==> src/rtl/fb_pkg.sv <==
package fb_pkg;

    typedef enum logic [1:0] {
        S_IDLE  = 2'd0,
        S_SETUP = 2'd1,
        S_FETCH = 2'd2,
        S_DONE  = 2'd3
    } fb_state_t;

    localparam logic [3:0] DEPTH_8BPP  = 4'b1011;
    localparam logic [3:0] DEPTH_16BPP = 4'b1100;

    function automatic logic [1:0] pix_count(input logic [3:0] code);
        logic [1:0] r;
        unique case (code)
            DEPTH_8BPP:  r = 2'd2;
            DEPTH_16BPP: r = 2'd1;
            default:     r = 2'd0;
        endcase
        return r;
    endfunction

endpackage

==> src/rtl/fb_end_calc.sv <==
module fb_end_calc #(
    parameter int ADDR_W  = 21,
    parameter int WIDTH_W = 11,
    parameter int LINE_W  = 10
) (
    input  logic [ADDR_W-1:0]  start,
    input  logic [WIDTH_W-1:0] width,
    input  logic [WIDTH_W-1:0] skip,
    input  logic [LINE_W-1:0]  lines,
    output logic [ADDR_W-1:0]  end_addr
);
    localparam int STRIDE_W = WIDTH_W + 1;
    localparam int COUNT_W  = LINE_W + 1;
    localparam int PROD_W   = STRIDE_W + COUNT_W;

    logic [STRIDE_W-1:0] stride;
    logic [COUNT_W-1:0]  count;
    logic [PROD_W-1:0]   span;
    logic [ADDR_W-1:0]   span_t;

    always_comb begin
        stride = {1'b0, width} + {1'b0, skip};
        count  = {1'b0, lines} + COUNT_W'(1);
        span   = PROD_W'(stride) * PROD_W'(count);
    end

    generate
        if (PROD_W >= ADDR_W) begin : g_trunc
            assign span_t = span[ADDR_W-1:0];
        end else begin : g_ext
            assign span_t = ADDR_W'(span);
        end
    endgenerate

    assign end_addr = start + span_t;

endmodule

==> src/rtl/fb_swap.sv <==
module fb_swap #(
    parameter int DATA_W = 32
) (
    input  logic              swap_bytes,
    input  logic              swap_halves,
    input  logic [DATA_W-1:0] din,
    output logic [DATA_W-1:0] dout
);
    localparam int HW_N = DATA_W / 16;

    logic [DATA_W-1:0] bsw;
    logic [DATA_W-1:0] hsw;

    generate
        for (genvar h = 0; h < HW_N; h++) begin : g_hw
            assign bsw[h*16 +: 8]     = swap_bytes ? din[h*16+8 +: 8] : din[h*16 +: 8];
            assign bsw[h*16+8 +: 8]   = swap_bytes ? din[h*16 +: 8]   : din[h*16+8 +: 8];
            assign hsw[h*16 +: 16]    = swap_halves ? bsw[(HW_N-1-h)*16 +: 16] : bsw[h*16 +: 16];
        end
    endgenerate

    assign dout = hsw;

endmodule

==> src/rtl/fb_seq.sv <==
module fb_seq
    import fb_pkg::*;
#(
    parameter int ADDR_W  = 21,
    parameter int BANK_W  = 7,
    parameter int WIDTH_W = 11,
    parameter int LINE_W  = 10
) (
    input  logic               clk,
    input  logic               rst_n,
    input  logic               enable,
    input  logic [ADDR_W-1:0]  cfg_start,
    input  logic [BANK_W-1:0]  cfg_bank,
    input  logic [WIDTH_W-1:0] cfg_width,
    input  logic [WIDTH_W-1:0] cfg_skip,
    input  logic [LINE_W-1:0]  cfg_lines,
    input  logic               req_ready,
    output logic               req_valid,
    output logic [BANK_W+ADDR_W-1:0] req_addr,
    output logic               frame_done,
    output logic [ADDR_W-1:0]  end_addr,
    output logic               mismatch
);
    fb_state_t state_q, state_d;

    logic [ADDR_W-1:0]  start_q;
    logic [BANK_W-1:0]  bank_q;
    logic [WIDTH_W-1:0] width_q;
    logic [WIDTH_W-1:0] skip_q;
    logic [LINE_W-1:0]  lines_q;
    logic [ADDR_W-1:0]  addr_q;
    logic [ADDR_W-1:0]  end_q;
    logic [WIDTH_W-1:0] col_q;
    logic [LINE_W-1:0]  line_q;
    logic               mis_q;

    logic [ADDR_W-1:0]  end_calc;
    logic               take;
    logic               line_end;
    logic               frame_end;
    logic [ADDR_W-1:0]  jump_addr;

    fb_end_calc #(
        .ADDR_W (ADDR_W),
        .WIDTH_W(WIDTH_W),
        .LINE_W (LINE_W)
    ) u_end (
        .start   (start_q),
        .width   (width_q),
        .skip    (skip_q),
        .lines   (lines_q),
        .end_addr(end_calc)
    );

    always_comb begin
        take      = (state_q == S_FETCH) && req_ready;
        line_end  = (col_q == width_q - WIDTH_W'(1));
        frame_end = line_end && (line_q == lines_q);
        jump_addr = addr_q + ADDR_W'(1) + ADDR_W'(skip_q);
    end

    // next-state logic
    always_comb begin
        state_d = state_q;
        unique case (state_q)
            S_IDLE:  if (enable) state_d = S_SETUP;
            S_SETUP: state_d = (width_q == '0) ? S_IDLE : S_FETCH;
            S_FETCH: if (take && frame_end) state_d = S_DONE;
            S_DONE:  state_d = enable ? S_SETUP : S_IDLE;
            default: state_d = S_IDLE;
        endcase
    end

    // state register
    always_ff @(posedge clk or negedge rst_n) begin
        if (!rst_n) state_q <= S_IDLE;
        else        state_q <= state_d;
    end

    // datapath registers
    always_ff @(posedge clk or negedge rst_n) begin
        if (!rst_n) begin
            start_q <= '0;
            bank_q  <= '0;
            width_q <= '0;
            skip_q  <= '0;
            lines_q <= '0;
            addr_q  <= '0;
            end_q   <= '0;
            col_q   <= '0;
            line_q  <= '0;
            mis_q   <= 1'b0;
        end else begin
            mis_q <= 1'b0;
            unique case (state_q)
                S_IDLE, S_DONE: begin
                    start_q <= cfg_start;
                    bank_q  <= cfg_bank;
                    width_q <= cfg_width;
                    skip_q  <= cfg_skip;
                    lines_q <= cfg_lines;
                    addr_q  <= start_q;
                end
                S_SETUP: begin
                    end_q  <= end_calc;
                    addr_q <= start_q;
                    col_q  <= '0;
                    line_q <= '0;
                end
                S_FETCH: begin
                    if (take) begin
                        if (frame_end) begin
                            mis_q  <= (jump_addr != end_q);
                            addr_q <= start_q;
                            col_q  <= '0;
                            line_q <= '0;
                        end else if (line_end) begin
                            addr_q <= jump_addr;
                            col_q  <= '0;
                            line_q <= line_q + LINE_W'(1);
                        end else begin
                            addr_q <= addr_q + ADDR_W'(1);
                            col_q  <= col_q + WIDTH_W'(1);
                        end
                    end
                end
                default: ;
            endcase
        end
    end

    // outputs
    always_comb begin
        req_valid  = 1'b0;
        frame_done = 1'b0;
        unique case (state_q)
            S_FETCH: req_valid  = 1'b1;
            S_DONE:  frame_done = 1'b1;
            default: ;
        endcase
        req_addr = {bank_q, addr_q};
        end_addr = end_q;
        mismatch = mis_q;
    end

endmodule

==> src/rtl/fbaddr_gen.sv <==
module fbaddr_gen
    import fb_pkg::*;
#(
    parameter int ADDR_W  = 21,
    parameter int BANK_W  = 7,
    parameter int WIDTH_W = 11,
    parameter int LINE_W  = 10,
    parameter int DATA_W  = 32
) (
    input  logic                     clk,
    input  logic                     rst_n,
    input  logic                     enable,
    input  logic [ADDR_W-1:0]        cfg_start,
    input  logic [BANK_W-1:0]        cfg_bank,
    input  logic [WIDTH_W-1:0]       cfg_width,
    input  logic [WIDTH_W-1:0]       cfg_skip,
    input  logic [LINE_W-1:0]        cfg_lines,
    input  logic [3:0]               cfg_depth,
    output logic                     req_valid,
    input  logic                     req_ready,
    output logic [BANK_W+ADDR_W-1:0] req_addr,
    output logic                     frame_done,
    output logic [ADDR_W-1:0]        end_addr,
    output logic                     mismatch,
    output logic [1:0]               pix_per_hw,
    input  logic                     swap_bytes,
    input  logic                     swap_halves,
    input  logic [DATA_W-1:0]        rd_in,
    output logic [DATA_W-1:0]        rd_out
);

    fb_seq #(
        .ADDR_W (ADDR_W),
        .BANK_W (BANK_W),
        .WIDTH_W(WIDTH_W),
        .LINE_W (LINE_W)
    ) u_seq (
        .clk       (clk),
        .rst_n     (rst_n),
        .enable    (enable),
        .cfg_start (cfg_start),
        .cfg_bank  (cfg_bank),
        .cfg_width (cfg_width),
        .cfg_skip  (cfg_skip),
        .cfg_lines (cfg_lines),
        .req_ready (req_ready),
        .req_valid (req_valid),
        .req_addr  (req_addr),
        .frame_done(frame_done),
        .end_addr  (end_addr),
        .mismatch  (mismatch)
    );

    fb_swap #(
        .DATA_W(DATA_W)
    ) u_swap (
        .swap_bytes (swap_bytes),
        .swap_halves(swap_halves),
        .din        (rd_in),
        .dout       (rd_out)
    );

    assign pix_per_hw = pix_count(cfg_depth);

endmodule

==> config.mk <==
export PLATFORM = sky130hd
export DESIGN_NAME = fbaddr_gen
export DESIGN_NICKNAME = d
export VERILOG_FILES = /design/src/rtl/fb_pkg.sv /design/src/rtl/fb_end_calc.sv /design/src/rtl/fb_swap.sv /design/src/rtl/fb_seq.sv /design/src/rtl/fbaddr_gen.sv
export SDC_FILE = /design/constraint.sdc
export NUM_CORES = 1
export LEC_CHECK = 0
export BUFFER_PORTS_ARGS = -buffer_cell sky130_fd_sc_hd__buf_2
export CAP_MARGIN = 20
export CORE_MARGIN = 4
export CORE_UTILIZATION = 40
export DETAILED_ROUTE_END_ITERATION = 16
export MAX_ROUTING_LAYER = met4
export SETUP_SLACK_MARGIN = 0.5
export SLEW_MARGIN = 20
export SYNTH_ARGS = -nofsm -noshare
export SYNTH_HDL_FRONTEND = slang
export SYNTH_SLANG_ARGS = --single-unit
==> constraint.sdc <==
create_clock -name clk -period 6.4 [get_ports clk]
set_clock_uncertainty 0.15 [all_clocks]
set_input_delay 1.28 -clock clk [delete_from_list [all_inputs] [get_ports clk]]
set_output_delay 1.28 -clock clk [all_outputs]
set_load 0.05 [all_outputs]
==> impl_metrics.yaml <==
run_status:
  outcome: "complete, but fails checks"
  violations: "setup timing"
worst_setup_path:
  cpMaxStageDelayCell: "fa_1"
  r2r_end: "u_seq.end_addr[17]$_DFFE_PN0P_"
  crit_fanout: 4
  r2r_start: "u_seq.width_q[0]$_DFFE_PN0P_"
  arrival_ps: 6620
  end_kind: "flip-flop"
  crit_type: "reg2reg"
  reg2reg_depth: 28
  worstPathRequired_ps: 6560
  r2r_slack_ps: -60
  max_stage_delay_ps: 570
  crit_path_start_kind: "flip-flop"
timing:
  rsz0062_at_grt: "yes"
  setup_ws_ps: -55.1
  setup_violations: 4
  min_period_ps: 6460
  fmaxAchievable_mhz: 155
  relSlewSlack: 0.373
  worst_pin_slew_ps: 941
  finalHoldViolCount: 0
  min_period_over_period: 1.01
  drv_slew: 0
finish:
  seq_area_um2: 3150
  layout_commonest_cell: "buf_2"
  multi_input_area_um2: 10100
  finalCoreUtilization: 0.507
  syn_to_final_growth_pct: 24.5
  layout_common_cells: "buf_2 (186), inv_1 (168), dfrtp_1 (126), nor2_1 (117), nand2_1 (116)"
  layout-drive-gt1-share: 0.327
  fin_nets: 2012
  antennaDiodeCount: 0
  n_fill_cell: 3096
cts:
  ctsHoldBuffers: 0
  cts.sinks: 126
  cts_tree: "built"
  cts_root_buf: "clkbuf_16"
  cts_buffers: 17
  h-tree-depth: 4
  clk_path_buf_depth: 2
  clkTransAtPathRegs_ps: 60
  clkLatencyLatePin_ps: 450
yosys:
  syn-cell-area_um2: 13700
  synth_ff_type: "dfrtp_1"
  syn_area_per_cell_um2: 9.43
  ys_seq_elements: 126
  syn_nets: 1744
  ys_warn_count: 0
  netlist_instances: 1451
  yosysTopAreaCell: "dfrtp_1"
  ys_seq_area_frac: 0.230
  synth_top_area_frac: 0.230
  synth_edf_count: 0
  ys_top_cells_by_area: "dfrtp_1 (23%), fa_1 (16%), ha_1 (7.4%), mux2_2 (6.3%), mux4_2 (5.3%)"
  synthArstFlopShare: 1.00
  synthDistinctLibCells: 88
global_routing:
  grt_start_max_net_pins: 84
  grt_overflow_total: 0
  grt_pass1_wl_um: 63400
  antenna_found_initial: 0
  grt_pass1_vias: 11700
  grtUsageTotal: 0.228
floorplanning:
  fp.dieW_um: 193
  start_util: 0.407
  die_area_um2: 37200
  num_rows: 67
  die_h_um: 193
  ios: 188
  core-area_um2: 33600
placement:
  port_buffers: 187
  gp_congestion: 0.963
  place_hpwl_um: 32800
route:
  ant_nets: 0
  firstDrtPassIters: 4
  routedWlPerCell_um: 18.9
  vias_per_cell: 5.30
  num_vias: 11600
  drt-total-wl_um: 41200
  drtIter0Drc: 691
  drc: 0
worst_hold_path:
  whs_endpoint: "u_seq.bank_q[6]$_DFFE_PN0P_"
  holdPathStages: 1
  hold_path.class: "reg2reg"
  min_from: "u_seq.bank_q[6]$_DFFE_PN0P_"
flow_run:
  max-cap-violations: 0
[worst max-delay path, delay by kind of cell (launching register included)]
family                     cells  cell delay (ps)
adders and majority gates      8             3200
AOI/OAI and AO/OA              8             1330
buffers and inverters          9              950
DFF                            1              410
and+or+nand+nor                2              150
xor gates and xnor gates       1              130
[worst max-delay path by stage]
stage               slack, ps  depth (start not counted)                         start                             end
floorplan                 -50                         27  u_seq.width_q[0]$_DFFE_PN0P_  u_seq.end_addr[20]$_DFFE_PN0P_
global placement         -160                         25  u_seq.width_q[1]$_DFFE_PN0P_  u_seq.end_addr[20]$_DFFE_PN0P_
detailed placement       -300                         26   u_seq.skip_q[0]$_DFFE_PN0P_  u_seq.end_addr[20]$_DFFE_PN0P_
CTS                        10                         28  u_seq.width_q[0]$_DFFE_PN0P_  u_seq.end_addr[20]$_DFFE_PN0P_
global route             -310                         28  u_seq.width_q[1]$_DFFE_PN0P_  u_seq.end_addr[19]$_DFFE_PN0P_
finish                    -60                         28  u_seq.width_q[0]$_DFFE_PN0P_  u_seq.end_addr[17]$_DFFE_PN0P_
[routing by layer]
| layer | track usage | vias to the layer above | share of wire |
|---|---|---|---|
| li1 | - | 5425 | - |
| met2 | 0.367 | 326 | 0.47 |
| met4 | 0.0773 | 0 | 0.033 |
| met3 | 0.0333 | 65 | 0.048 |
| met5 | - | - | 0 |
| met1 | 0.297 | 5746 | 0.45 |
[through the flow]
step / instances / worst slack, ps / hold WS, ps / cell area [µm²] / setup TNS, ps
final: 2180 / -55.1 / 349 / 17000 / -94.1
after global routing: 2180 / -312 / 376 / 17000 / -1750
after CTS: 2171 / 11.1 / 355 / 16800 / 0
after detailed placement: 2121 / -299 / 338 / 15800 / -799
after global placement: 2121 / -158 / 331 / 15800 / -319
after floorplan: 1451 / -54.4 / 331 / 13800 / -104
[timing repair]
| item | CTS | global route |
|---|---|---|
| endpoints found under the hold margin | 0 | 0 |
| resized for setup | 56 | 38 |
| setup endpoints to repair | 11 | 13 |
| setup buffers | 18 | 9 |
| pin swaps | 51 | 33 |
[registers in the layout (all words and copies together) (netlist names), 7 cells and up, named ones only]
signal,flops
u_seq.bank_q,7
u_seq.skip_q,11
u_seq.line_q,10
u_seq.lines_q,10
u_seq.addr_q,21
u_seq.end_addr,21
u_seq.start_q,21
u_seq.width_q,11
u_seq.col_q,11
[area by class of cell]
type                       instances  share of cell area
sequential                       126               0.185
clock buffer                      17              0.0250
multi-input combinational       1082               0.595
clock inverter                    15             0.00999
tap                              448              0.0329
timing repair buffer             308               0.112
inverter                         184              0.0407
[cells by family after synthesis]
| kind of cell | share of synthesized area |
|---|---|
| buf+inv | 0.0691 |
| xor+xnor | 0.0837 |
| mux | 0.121 |
| compound gates | 0.0936 |
| flops | 0.230 |
| fa+ha+maj | 0.235 |
| simple gates | 0.167 |
[cell usage after synthesis (19+ instances only)]
cell type  number
clkbuf_1       39
xor2_1         53
nor3_1         22
dfrtp_1       126
nand3_1        39
o21ai_0        30
a21oi_1        41
and3_1         19
xnor2_1        76
nor2_1        120
inv_1         184
nand2_1       124
ha_1           81
mux2_2         77
fa_1          110
mux4_2         32
nand2b_1       29
Power is not shown: default switching activity piles up to over one toggle a cycle in this logic, so the estimate is an artifact.
